**config.mk**
```make
export PLATFORM = sky130hd
export DESIGN_NAME = bus_prof_mon
export DESIGN_NICKNAME = d
export VERILOG_FILES = /design/src/rtl/bus_prof_pkg.sv /design/src/rtl/prof_counter.sv /design/src/rtl/prof_ctrl.sv /design/src/rtl/prof_datapath.sv /design/src/rtl/bus_prof_mon.sv
export SDC_FILE = /design/constraint.sdc
export NUM_CORES = 1
export LEC_CHECK = 0
export BUFFER_PORTS_ARGS = -buffer_cell sky130_fd_sc_hd__clkbuf_2
export CORE_MARGIN = 2
export CORE_UTILIZATION = 54
export DETAILED_ROUTE_END_ITERATION = 6
export PLACE_DENSITY = 0.81
export SYNTH_ARGS = -nofsm -noshare
export SYNTH_HDL_FRONTEND = slang
export SYNTH_SLANG_ARGS = --single-unit
```
**constraint.sdc**
```tcl
create_clock -name clk -period 3.4 [get_ports clk]
set_input_delay 0 -clock clk [delete_from_list [all_inputs] [get_ports clk]]
set_output_delay 0 -clock clk [all_outputs]
set_load 0.02 [all_outputs]
```
**src/rtl/bus_prof_pkg.sv**
```systemverilog
package bus_prof_pkg;

  // Strobes sent from control to datapath each cycle.
  typedef struct packed {
    logic       clear;   // zero all counters
    logic       tick;    // count one cycle
    logic       busy;    // count one busy cycle
    logic [1:0] hit;     // [0] accepted read, [1] accepted write
  } prof_strobe_t;

  localparam int DIR_READ  = 0;
  localparam int DIR_WRITE = 1;
  localparam int NUM_DIR   = 2;

endpackage

```
**src/rtl/prof_counter.sv**
```systemverilog
module prof_counter #(
  parameter int W     = 32,
  parameter int INC_W = 1
) (
  input  logic             clk,
  input  logic             rst_n,
  input  logic             clr,
  input  logic             en,
  input  logic [INC_W-1:0] inc,
  output logic [W-1:0]     value
);

  localparam int PAD = (W > INC_W) ? (W - INC_W) : 0;

  logic [W-1:0] incExt;

  generate
    if (W > INC_W) begin : g_pad
      assign incExt = {{PAD{1'b0}}, inc};
    end else begin : g_trim
      assign incExt = inc[W-1:0];
    end
  endgenerate

  always_ff @(posedge clk) begin
    if (!rst_n || clr) begin
      value <= '0;
    end else if (en) begin
      value <= value + incExt;
    end
  end

endmodule

```
**src/rtl/prof_ctrl.sv**
```systemverilog
module prof_ctrl
  import bus_prof_pkg::*;
#(
  parameter int ID_W = 8
) (
  input  logic            clk,
  input  logic            rst_n,
  input  logic            ctlEnable,
  input  logic            ctlClear,
  input  logic            ctlResume,
  input  logic [ID_W-1:0] idMatch,
  input  logic [ID_W-1:0] idMask,
  input  logic            txnValid,
  input  logic [ID_W-1:0] txnId,
  input  logic            txnWrite,
  input  logic            busyIn,
  input  logic            totalAtMax,
  output prof_strobe_t    strobe,
  output logic            overflow
);

  logic frozenQ;
  logic counting;
  logic idHit;
  logic accept;

  assign counting = ctlEnable && !frozenQ && !ctlClear;
  assign idHit    = ((txnId ^ idMatch) & idMask) == '0;
  assign accept   = counting && txnValid && idHit;

  always_comb begin
    strobe                 = '0;
    strobe.clear           = ctlClear;
    strobe.tick            = counting;
    strobe.busy            = counting && busyIn;
    strobe.hit[DIR_READ]   = accept && !txnWrite;
    strobe.hit[DIR_WRITE]  = accept && txnWrite;
  end

  always_ff @(posedge clk) begin
    if (!rst_n || ctlClear) begin
      frozenQ <= 1'b0;
    end else if (ctlResume) begin
      frozenQ <= 1'b0;
    end else if (counting && totalAtMax) begin
      frozenQ <= 1'b1;
    end
  end

  assign overflow = frozenQ;

endmodule

```
**src/rtl/prof_datapath.sv**
```systemverilog
module prof_datapath
  import bus_prof_pkg::*;
#(
  parameter int CNT_W   = 32,
  parameter int BYTES_W = 8
) (
  input  logic               clk,
  input  logic               rst_n,
  input  prof_strobe_t       strobe,
  input  logic [BYTES_W-1:0] txnBytes,
  output logic [CNT_W-1:0]   totalCycles,
  output logic [CNT_W-1:0]   busyCycles,
  output logic [CNT_W-1:0]   readCount,
  output logic [CNT_W-1:0]   writeCount,
  output logic [CNT_W-1:0]   readBytes,
  output logic [CNT_W-1:0]   writeBytes,
  output logic               totalAtMax
);

  logic [CNT_W-1:0] txnCnt  [NUM_DIR];
  logic [CNT_W-1:0] byteCnt [NUM_DIR];

  prof_counter #(.W(CNT_W), .INC_W(1)) u_total (
    .clk(clk), .rst_n(rst_n), .clr(strobe.clear), .en(strobe.tick),
    .inc(1'b1), .value(totalCycles)
  );

  prof_counter #(.W(CNT_W), .INC_W(1)) u_busy (
    .clk(clk), .rst_n(rst_n), .clr(strobe.clear), .en(strobe.busy),
    .inc(1'b1), .value(busyCycles)
  );

  generate
    for (genvar d = 0; d < NUM_DIR; d++) begin : g_dir
      prof_counter #(.W(CNT_W), .INC_W(1)) u_txn (
        .clk(clk), .rst_n(rst_n), .clr(strobe.clear), .en(strobe.hit[d]),
        .inc(1'b1), .value(txnCnt[d])
      );
      prof_counter #(.W(CNT_W), .INC_W(BYTES_W)) u_bytes (
        .clk(clk), .rst_n(rst_n), .clr(strobe.clear), .en(strobe.hit[d]),
        .inc(txnBytes), .value(byteCnt[d])
      );
    end
  endgenerate

  assign readCount  = txnCnt[DIR_READ];
  assign writeCount = txnCnt[DIR_WRITE];
  assign readBytes  = byteCnt[DIR_READ];
  assign writeBytes = byteCnt[DIR_WRITE];
  assign totalAtMax = &totalCycles;

endmodule

```
**src/rtl/bus_prof_mon.sv**
```systemverilog
module bus_prof_mon
  import bus_prof_pkg::*;
#(
  parameter int CNT_W   = 32,
  parameter int ID_W    = 8,
  parameter int BYTES_W = 8
) (
  input  logic               clk,
  input  logic               rst_n,
  input  logic               ctlEnable,
  input  logic               ctlClear,
  input  logic               ctlResume,
  input  logic [ID_W-1:0]    idMatch,
  input  logic [ID_W-1:0]    idMask,
  input  logic               txnValid,
  input  logic [ID_W-1:0]    txnId,
  input  logic               txnWrite,
  input  logic [BYTES_W-1:0] txnBytes,
  input  logic               busyIn,
  output logic [CNT_W-1:0]   totalCycles,
  output logic [CNT_W-1:0]   busyCycles,
  output logic [CNT_W-1:0]   readCount,
  output logic [CNT_W-1:0]   writeCount,
  output logic [CNT_W-1:0]   readBytes,
  output logic [CNT_W-1:0]   writeBytes,
  output logic               overflow
);

  prof_strobe_t strobe;
  logic         totalAtMax;

  prof_ctrl #(.ID_W(ID_W)) u_ctrl (
    .clk(clk), .rst_n(rst_n),
    .ctlEnable(ctlEnable), .ctlClear(ctlClear), .ctlResume(ctlResume),
    .idMatch(idMatch), .idMask(idMask),
    .txnValid(txnValid), .txnId(txnId), .txnWrite(txnWrite),
    .busyIn(busyIn), .totalAtMax(totalAtMax),
    .strobe(strobe), .overflow(overflow)
  );

  prof_datapath #(.CNT_W(CNT_W), .BYTES_W(BYTES_W)) u_dp (
    .clk(clk), .rst_n(rst_n), .strobe(strobe), .txnBytes(txnBytes),
    .totalCycles(totalCycles), .busyCycles(busyCycles),
    .readCount(readCount), .writeCount(writeCount),
    .readBytes(readBytes), .writeBytes(writeBytes),
    .totalAtMax(totalAtMax)
  );

endmodule

```
After elaboration in Yosys (flattened, before gate mapping):

Index checks and enable logic that the tools add are counted.

* bits in registers: 193
* bits of input ports: 40
* output and inout port bits: 193
* word-level logic and storage cells: 31

* add/sub/neg operators: 6
* bitwise gates (word level): 2
* reduce and logical (&&, ||, !) cells: 16

Operator list (count)
* 32-bit by 1-bit adder with 32-bit output (second input constant): 4
* 32-bit by 8-bit adder with 32-bit output: 2
* 32-bit AND reduction: 1
* 8-bit AND: 1
* 1-bit logical AND: 8
* 8-bit zero test: 1
* 8-bit bitwise XOR: 1
* 1-bit zero test: 4
* 2-bit OR reduction: 1
* 1-bit logical OR: 1

Logic depth before layout (Yosys ltp):

Gate-level depths: netlist (run 1).

* word-level depth: 6
* depth in mapped cells: 9
* depth with buffers taken out: 9

Cells and area by module:

Synthesis (run 1) repeated with hierarchy kept, for this count alone.

* cells, all modules: 1163
* area total of the unflattened synthesis: 10333.7 um^2

By module, submodules not included
* prof_counter at u_dp.g_dir[0].u_txn ...: instances 4, cells each 185, area each 1640.3 um^2, seq. area each 640.6 um^2
* prof_counter at u_dp.g_dir[0].u_bytes: instances 1, cells each 198, area each 1798.0 um^2, seq. area each 640.6 um^2
* prof_counter at u_dp.g_dir[1].u_bytes: instances 1, cells each 189, area each 1699.1 um^2, seq. area each 640.6 um^2
* prof_ctrl: instances 1, cells each 24, area each 202.7 um^2, seq. area each 20.0 um^2
* prof_datapath: instances 1, cells each 12, area each 72.6 um^2, seq. area each 0.0 um^2

Worst setup path before layout (run 1):

No wires, ideal clock.

* path type: reg2reg
* from: reg u_dp.g_dir[1].u_bytes.value[2]
* to: reg u_dp.g_dir[1].u_bytes.value[29]
* library setup time: 70 ps
* data arrival time: 2438 ps
* data required time: 3330 ps
* slack: 891 ps
* cell stages (with the launch flop): 8
* path buffers: 0
* period minus slack after synthesis: 2509 ps
* path through: dfxtp_1 ha_1 o211ai_1 o21ai_0 a41oi_1 or4_1 or3_1 a21oi_1

* word-level cells in the longest chain between the ends: 1

Ends and longest elaborated chain
* from (decl): line prof_counter.sv:10 `output logic [W-1:0] value`
* from (signal assigned): line prof_counter.sv:29 `value <= value + incExt;`
* 32-bit by 8-bit adder with 32-bit output: line prof_counter.sv:29

Every way passes these cells.
A chain may end at the register's enable or synchronous reset.

Worst setup path in the final report (run 1):

* from: reg u_dp.g_dir[0].u_bytes.value[0]
* to: reg u_dp.g_dir[0].u_bytes.value[12]

* word-level cells in the longest chain between the ends: 1

Ends and longest elaborated chain (line)
* from (decl): prof_counter.sv:10
* from (signal assigned): prof_counter.sv:29
* 32-bit by 8-bit adder with 32-bit output: prof_counter.sv:29

Every way passes these cells.

==> results.md, run 1 <==
- Synthesized area: 9370 µm²
- Crit path max-delay cell type: a2111oi_0
- Final HPWL DP: between 15 and 20 mm
- Hold Fails Final Rpt: 0
- Seq cells post-synth: a little under 200
- Final period util: roughly four fifths
- Sink Count: about 190
- Detailed router's first-iteration violation count: around 550
- Worst-Skew Late Latency: approximately 430 ps
- Vias per cell: between 5 and 6
- Maxcap violations: 0
- Chip width: 136 µm
- IO Pins: roughly 230
- RSZ-0062 raised after global routing: false
- Simple-gate portion of the synthesized area: between 20% and 30%
- Post-synth ARST share: 0%
- Placed insts: 1561
- Worst Tran Pin Value: 1040 ps
- Synthesis Warnings: 0
- Post-synthesis mux area share: 0.534%
- Routed wire per std cell: ~15 µm
- Fmax: between 300 and 400 MHz
- Commonest cells after routing, fill and taps aside: clkbuf_2 (232), dfxtp_1 (193), nor2_1 (136)
- DP Worst Slack: ~690 ps
- Cts bufs inserted: 17
- Yosys top cell by area: dfxtp_1
- Die span in y: about 140 µm
- Largest family of logic cells by synthesized area: simple AND/OR/NAND/NOR gates
- Residual DRC count: 0
- GRT Residual Overflow: 0
- Static leakage: 4.19 nW
- Worst-path clk slew: roughly 70 ps
- Ranking of synthesized cells by area: dfxtp_1 (41%), xnor2_1 (7.8%), nor2_1 (5.4%), xor2_1 (4.5%), a21oi_1 (4.2%)
- Rows: 48
- Cell area power density: 389 nW/µm²
- Status: finished clean
- R2R setup slack: ~660 ps
- CP required: roughly 3700 ps
- Final wirelength: between 20 and 25 mm
- Share of layout cells above drive strength 1: between 20 and 25%
- Vias: a little over 9k
- Number of antenna violations at the first check in global routing: 0
- Final count of negative-setup-slack endpoints: 0
- Setup TNS: 0 ps
- Final Non-Filler Cells: 1597
- IO buf count: about 230
- Avg Cell Area, Syn: between 8 and 9 µm²
- Hold depth: 3
- Clk buf depth: 2
- CTS tree: yes
- Nets: between 1k and 1.5k
- R2r startpoint: u_dp.g_dir[0].u_bytes.value[0]$_SDFFE_PP0P_
- Reg-to-reg endpoint: u_dp.g_dir[0].u_bytes.value[12]$_SDFFE_PP0P_
- Fin crit period: 2740 ps
- Antenna Cells: 0
- # Post-CTS Setup Buffers: 0
- Initial core utilization: 54.7%
- First-pass GRT wire length: 39.2 mm
- CTS Root Cell: clkbuf_16
- Final setup margin: 661 ps
- GRT Total Usage: between 20 and 30%
- Max Slew Vio Count: 0
- Top_reg_cell synth: dfxtp_1
- Adder-cell share of the synthesized area: just over 3%
- Vias in the first global route: 8108
- Min-Delay Path Class: in -> reg
- H-tree depth: 4
- Syn_nets: roughly 1.2k
- Sw Share: around a quarter
- CP startpoint kind: flop
- Die area: 18400 µm²
- Synth top area share: 41.2%
- Clock Skew: between 10 and 15 ps
- Synth Area in Compound Gates: 10.5%
- Core Footprint: roughly 17000 µm²
- Largest net degree at the start of global routing: 88
- Syn Inst Count: about 1.1k
- Critical Path End Type: flop
- Worst setup path class: reg -> reg
- Clk pwr share: between 40% and 50%
- Synth-to-Final Area Change: 21.4%
- Min-Delay Endpoint: u_dp.g_dir[1].u_bytes.value[27]$_SDFFE_PP0P_
- Placer's final routability congestion estimate: between 0.8 and 0.9
- Worst reg-to-reg path cell count: 9
- Slew HR: ~30%
- Combinational share of power: 3.6%
- CP arrival: between 3000 and 4000 ps
- Sequential cell fraction of total power: between 50% and 60%
- Worst vdd ir: roughly 350 µV
- Switching pwr: 1.05 mW
- Detailed Routing Iterations Pass 1: 7
- Power Total: 4.42 mW
- Cell-internal power: between 3 and 4 mW
- CP cell instances: ha_1, inv_1, fa_1, nand2b_1, a21oi_1, o211ai_1, a2111oi_0, xnor2_1, nor2_1
- Routed Antenna Nets: 0
- Worst-path fanout max: 4
- Max incr delay on CP: 650 ps
- Min-Delay Startpoint: rst_n
- Post-synth cell types: 47
- # fillers: approximately 1.5k
- XOR/XNOR Fraction of Synth Area: between 10% and 20%
- Post-synth EDFFs: 0
- Most common cell after layout, fill and taps aside: clkbuf_2
- Register area share after synthesis: between 40 and 50%
==> repair_timing <==
item	4_1_cts	5_1_grt
resized for setup	0	0
hold endpoints to repair	7	0
hold buffers	4	0
==> cells by family (layout without fill, tap and decap cells) <==
group,after synthesis,count (layout)
simple gates,531,531
flops,193,193
compound gates,172,172
xor+xnor,131,131
buf+inv,83,318
fa+ha+maj,22,22
mux,5,5
==> synthesized netlist by cell type (7+ instances only) <==
cell type  instances
xnor2_1           83
nand2b_1          10
nor3b_1            7
dfxtp_1          193
o211ai_1          10
nor4_1            41
clkbuf_1          42
a21o_1             8
and3_1            17
nand4_1           51
or4_1              7
or3_1             47
nand3_1           48
and2_1            11
and4_1            16
o21ai_0           51
nand2_1           99
inv_1             35
nor2_1           136
ha_1              20
a21oi_1           78
nor3_1            31
xor2_1            48
==> metal layers <==
| layer | vias to the layer above | part of all wire, % | global-route usage [%] |
|---|---|---|---|
| li1 | 4481 | - | - |
| met1 | 4225 | 46 | 36.0 |
| met2 | 295 | 46 | 40.7 |
| met3 | 46 | 6.0 | 4.64 |
| met4 | 0 | 2.4 | 9.38 |
| met5 | - | 0 | 0 |
==> critical path: cells and delay by family, from the launching register on <==
kind / cells / cell delay [ps]
buffers and inverters: 1 / 60
AND/OR/NAND/NOR: 2 / 250
AO/OA/AOI/OAI: 3 / 1140
flip-flops: 1 / 360
adder cells (fa/ha/maj): 2 / 590
XOR/XNOR: 1 / 200
==> cell type report <==
class | count | area (µm²) | share of cell area [%]
clock buffers | 19 | 443 | 3.89
flip-flops and latches | 193 | 3860 | 34.0
clock inverters | 13 | 139 | 1.22
well taps | 225 | 282 | 2.48
multi-input cells | 861 | 5190 | 45.6
inverters | 36 | 135 | 1.19
repair buffers | 250 | 1320 | 11.6
==> state kept, by name, summed over array words and instances, names as in the netlist <==
name,cells
u_ctrl.overflow,1
u_dp.u_total.value,32
u_dp.u_busy.value,32
u_dp.g_dir.u_txn.value,64
u_dp.g_dir.u_bytes.value,64
==> stage by stage <==
| stage | util (%) | hold WS [ps] | cell area, µm² |
|---|---|---|---|
| floorplan | - | 79.3 | 9370 |
| finish | 66.4 | 61.8 | 11400 |
| detailed placement | 62.8 | 181 | 10800 |
| global placement | 62.8 | 181 | 10800 |
| CTS | 66.4 | 51.8 | 11400 |
| global route | 66.4 | 66.8 | 11400 |
==> power by group through the flow <==
stage	combinational, mW	sequential, mW	clock (mW)
CTS	0.160	2.26	2.03
global route	0.174	2.26	2.12
floorplan	0.0874	2.32	0
global placement	0.153	2.31	0
detailed placement	0.155	2.31	0
finish	0.160	2.26	2.00
==> worst max path at each step <==
stage / from / end / slack [ps] / cells after the start
after global routing: u_ctrl.overflow$_SDFFE_PP0P_ / u_dp.g_dir[1].u_txn.value[31]$_SDFFE_PP0P_ / 390 / 6
final: u_dp.g_dir[0].u_bytes.value[0]$_SDFFE_PP0P_ / u_dp.g_dir[0].u_bytes.value[12]$_SDFFE_PP0P_ / 660 / 9
after detailed placement: u_ctrl.overflow$_SDFFE_PP0P_ / u_dp.g_dir[1].u_txn.value[31]$_SDFFE_PP0P_ / 690 / 6
after CTS: u_ctrl.overflow$_SDFFE_PP0P_ / u_dp.g_dir[1].u_txn.value[31]$_SDFFE_PP0P_ / 660 / 6
after floorplan: u_dp.g_dir[1].u_bytes.value[2]$_SDFFE_PP0P_ / u_dp.g_dir[1].u_bytes.value[29]$_SDFFE_PP0P_ / 890 / 7
after global placement: u_dp.g_dir[0].u_bytes.value[0]$_SDFFE_PP0P_ / u_dp.g_dir[0].u_bytes.value[26]$_SDFFE_PP0P_ / 830 / 9
No activity file was read; power rests on OpenSTA's default activity.
==> run 2, diff against run 1 <==
- ABC_AREA: unset -> 1
- CORE_UTILIZATION: 54 -> 51
- PLACE_DENSITY: 0.81 -> 0.77
- clock period: 3.4 -> 2.3 ns (I/O delays scaled with it)
==> run 2 against run 1 <==
  * Global-route usage up 2.6 points
  * Largest power group unchanged
  * Critical path depth up 1
  * Count of clock-buffer cells in the layout up 1
  * Synthesized area up 29%
==> results.md, run 2 <==
- Rows: 56
- Worst-Skew Late Latency: ~430 ps
- First-pass GRT wire length: just under 60 mm
- Top_reg_cell synth: dfxtp_1
- Routed wire per std cell: about 14 µm
- Critical Path End Type: flop
- Min-Delay Path Class: in -> reg
- Status: finished clean
- Number of antenna violations at the first check in global routing: 1
- Worst-path fanout max: 4
- Final setup margin: ~280 ps
- Seq cells post-synth: a little under 200
- CP startpoint kind: flop
- Vias: ~13k
- Sw Share: between 20% and 30%
- Nets: around 2.3k
- Fin crit period: between 2000 and 2500 ps
- Final Util: between 60% and 70%
- Vias in the first global route: between 10k and 15k
- Routed Antenna Nets: 0
- Sink Count: 193
- Synthesized area: roughly 12000 µm²
- CTS Root Cell: clkbuf_16
- Detailed Routing Iterations Pass 1: 7
- GRT Residual Overflow: 0
- Final HPWL DP: ~27 mm
- CP cell instances: ha_1, nand3_1, nor2_1, nand2_1, nor2_1, nand2_1, nor2_1, nand2_1, o21ai_0, nor2_1
- Cell area power density: between 400 and 500 nW/µm²
- Final wirelength: 35.5 mm
- Detailed router's first-iteration violation count: about 1000
- Worst vdd ir: slightly above 400 µV
- CP arrival: around 2400 ps
- Fmax: ~500 MHz
- Initial core utilization: a little over 50%
- Synth top area share: about a third
- Sequential cell fraction of total power: between 50% and 60%
- CP most frequent cell: nor2_1
- Largest registers: u_dp.g_dir.u_bytes.value: 64 flops, u_dp.g_dir.u_txn.value: 64 flops
- Core Footprint: ~23000 µm²
- Clk pwr share: approximately 45%
- # fillers: between 2k and 2.5k
- Chip width: between 150 and 200 µm
- R2R setup slack: 280 ps
- Die span in y: between 150 and 200 µm
- Final period util: between 80% and 90%
- Combinational share of power: under 10%
- Hold Slack: roughly 62 ps
- CP required: between 2000 and 3000 ps
- Max incr delay on CP: approximately 400 ps
- RSZ-0062 raised after global routing: false
- Clock Skew: between 10 and 15 ps
- Slew HR: approximately three fifths
- Worst Tran Pin Value: a little under 600 ps
- Residual DRC count: 0
- Design area: approximately 14000 µm²
- GRT Total Usage: between 20% and 30%
- Syn Inst Count: between 2k and 2.5k
- Switching pwr: between 1.5 and 2 mW
- Final count of negative-setup-slack endpoints: 0
- Placed insts: between 2k and 3k
- Ranking of synthesized cells by area: dfxtp_1 (32%), nand2_1 (23%), nor2_1 (9.8%), a21oi_1 (6.7%), inv_1 (6.5%)
- Worst setup path class: reg -> reg
- Maxcap violations: 0
- Worst-path clk slew: about 80 ps
- Die area: around 25000 µm²
- CTS tree: yes
- Avg Cell Area, Syn: a little under 6 µm²
- H-tree depth: 4
- Post-synth ARST share: 0%
- Synth cell count leaders: nand2_1 (729), nor2_1 (315), inv_1 (210)
- IO Pins: about 230
- Hold Fails Final Rpt: 0
- Cell-internal power: a little under 5 mW
- Most common cell after layout, fill and taps aside: nand2_1
- Clk buf depth: 2
- Synth-to-Final Area Change: 17.1%
- IO buf count: between 200 and 250
- DP Worst Slack: roughly 320 ps
- Static leakage: approximately 5.8 nW
- Yosys top cell by area: dfxtp_1
- Most common cell in the netlist: nand2_1
- Share of layout cells above drive strength 1: between 10% and 20%
- Antenna Cells: 0
- Commonest cells after routing, fill and taps aside: nand2_1 (728), nor2_1 (315), clkbuf_2 (232)
- Placed Area: 13600 µm²
- Crit path max-delay cell type: dfxtp_1
- Vias per cell: slightly above 5
- Max Slew Vio Count: 0
- Cts bufs inserted: 17
- Post-synth cell types: 35
- Final Non-Filler Cells: ~2.6k
- Power Total: 6.53 mW
- Placer's final routability congestion estimate: 0.979
- Setup TNS: 0 ps
- Synthesis Warnings: 0
- Syn_nets: 2109
- Post-synth EDFFs: 0
- Register area share after synthesis: about a third
- Largest net degree at the start of global routing: 98
-- run 2: changes by cell type after synthesis, sizes merged, moves of 47 or more --
cell	previous run	this run
inv	35	211
nor2	136	321
or3	47	0
a21oi	78	163
xnor2	83	13
nand2	99	731
nand3	48	124
-- run 2: final timing paths --
| check | startpoint | to | depth (start not counted) |
|---|---|---|---|
| setup reg to reg | u_dp.u_total.value[0]$_SDFFE_PP0P_ | u_dp.u_total.value[22]$_SDFFE_PP0P_ | 10 |
| setup / recovery | u_dp.u_total.value[0]$_SDFFE_PP0P_ | u_dp.u_total.value[22]$_SDFFE_PP0P_ | 10 |
| hold / removal | busyIn | u_dp.u_busy.value[7]$_SDFFE_PP0P_ | 5 |
| hold reg to reg | u_ctrl.overflow$_SDFFE_PP0P_ | u_ctrl.overflow$_SDFFE_PP0P_ | 2 |
-- run 2: power by group through the flow --
stage               clock [mW]  sequential, mW  combinational, mW
CTS                       2.99            3.34              0.271
global placement             0            3.42              0.262
finish                    2.92            3.34              0.270
detailed placement           0            3.42              0.267
global route              3.14            3.34              0.304
floorplan                    0            3.43              0.166
-- run 2: final cells by class --
type	count	area, µm²	share of cell area, %
Timing Repair Buffer	249	1340	9.47
Sequential cell	193	3860	27.2
Clock buffer	20	437	3.08
Tap cell	319	399	2.81
Multi-Input combinational cell	1594	7230	51.0
Inverter	211	792	5.58
Clock inverter	12	124	0.873
-- run 2: critical path: cells and delay by family (launching register included) --
family,cells,cell delay (ps)
AND/OR/NAND/NOR,8,1130
flip-flops,1,400
adder cells (fa/ha/maj),1,230
AO/OA/AOI/OAI,1,150
-- run 2: logic make-up after synthesis --
family / count (synthesis) / synth area share [%]
AO/OA/AOI/OAI: 223 / 9.37
adder cells (fa/ha/maj): 22 / 2.40
buffers and inverters: 260 / 8.50
AND/OR/NAND/NOR: 1298 / 44.2
flip-flops: 193 / 31.9
XOR/XNOR: 51 / 3.69
-- run 2: timing repair --
| item | 4_1_cts | 5_1_grt |
|---|---|---|
| hold buffers | 2 | 0 |
| endpoints found under the hold margin | 3 | 0 |
| resized for setup | 0 | 0 |
| buffers inserted | 0 | 0 |
-- run 2: layer usage --
metal | vias to the layer above | global-route usage (%) | part of all wire [%]
li1 | 6936 | - | -
met1 | 6030 | 36.0 | 44
met2 | 424 | 47.7 | 46
met3 | 68 | 6.08 | 7.4
met4 | 2 | 11.2 | 3.2
met5 | - | 0 | 0.037
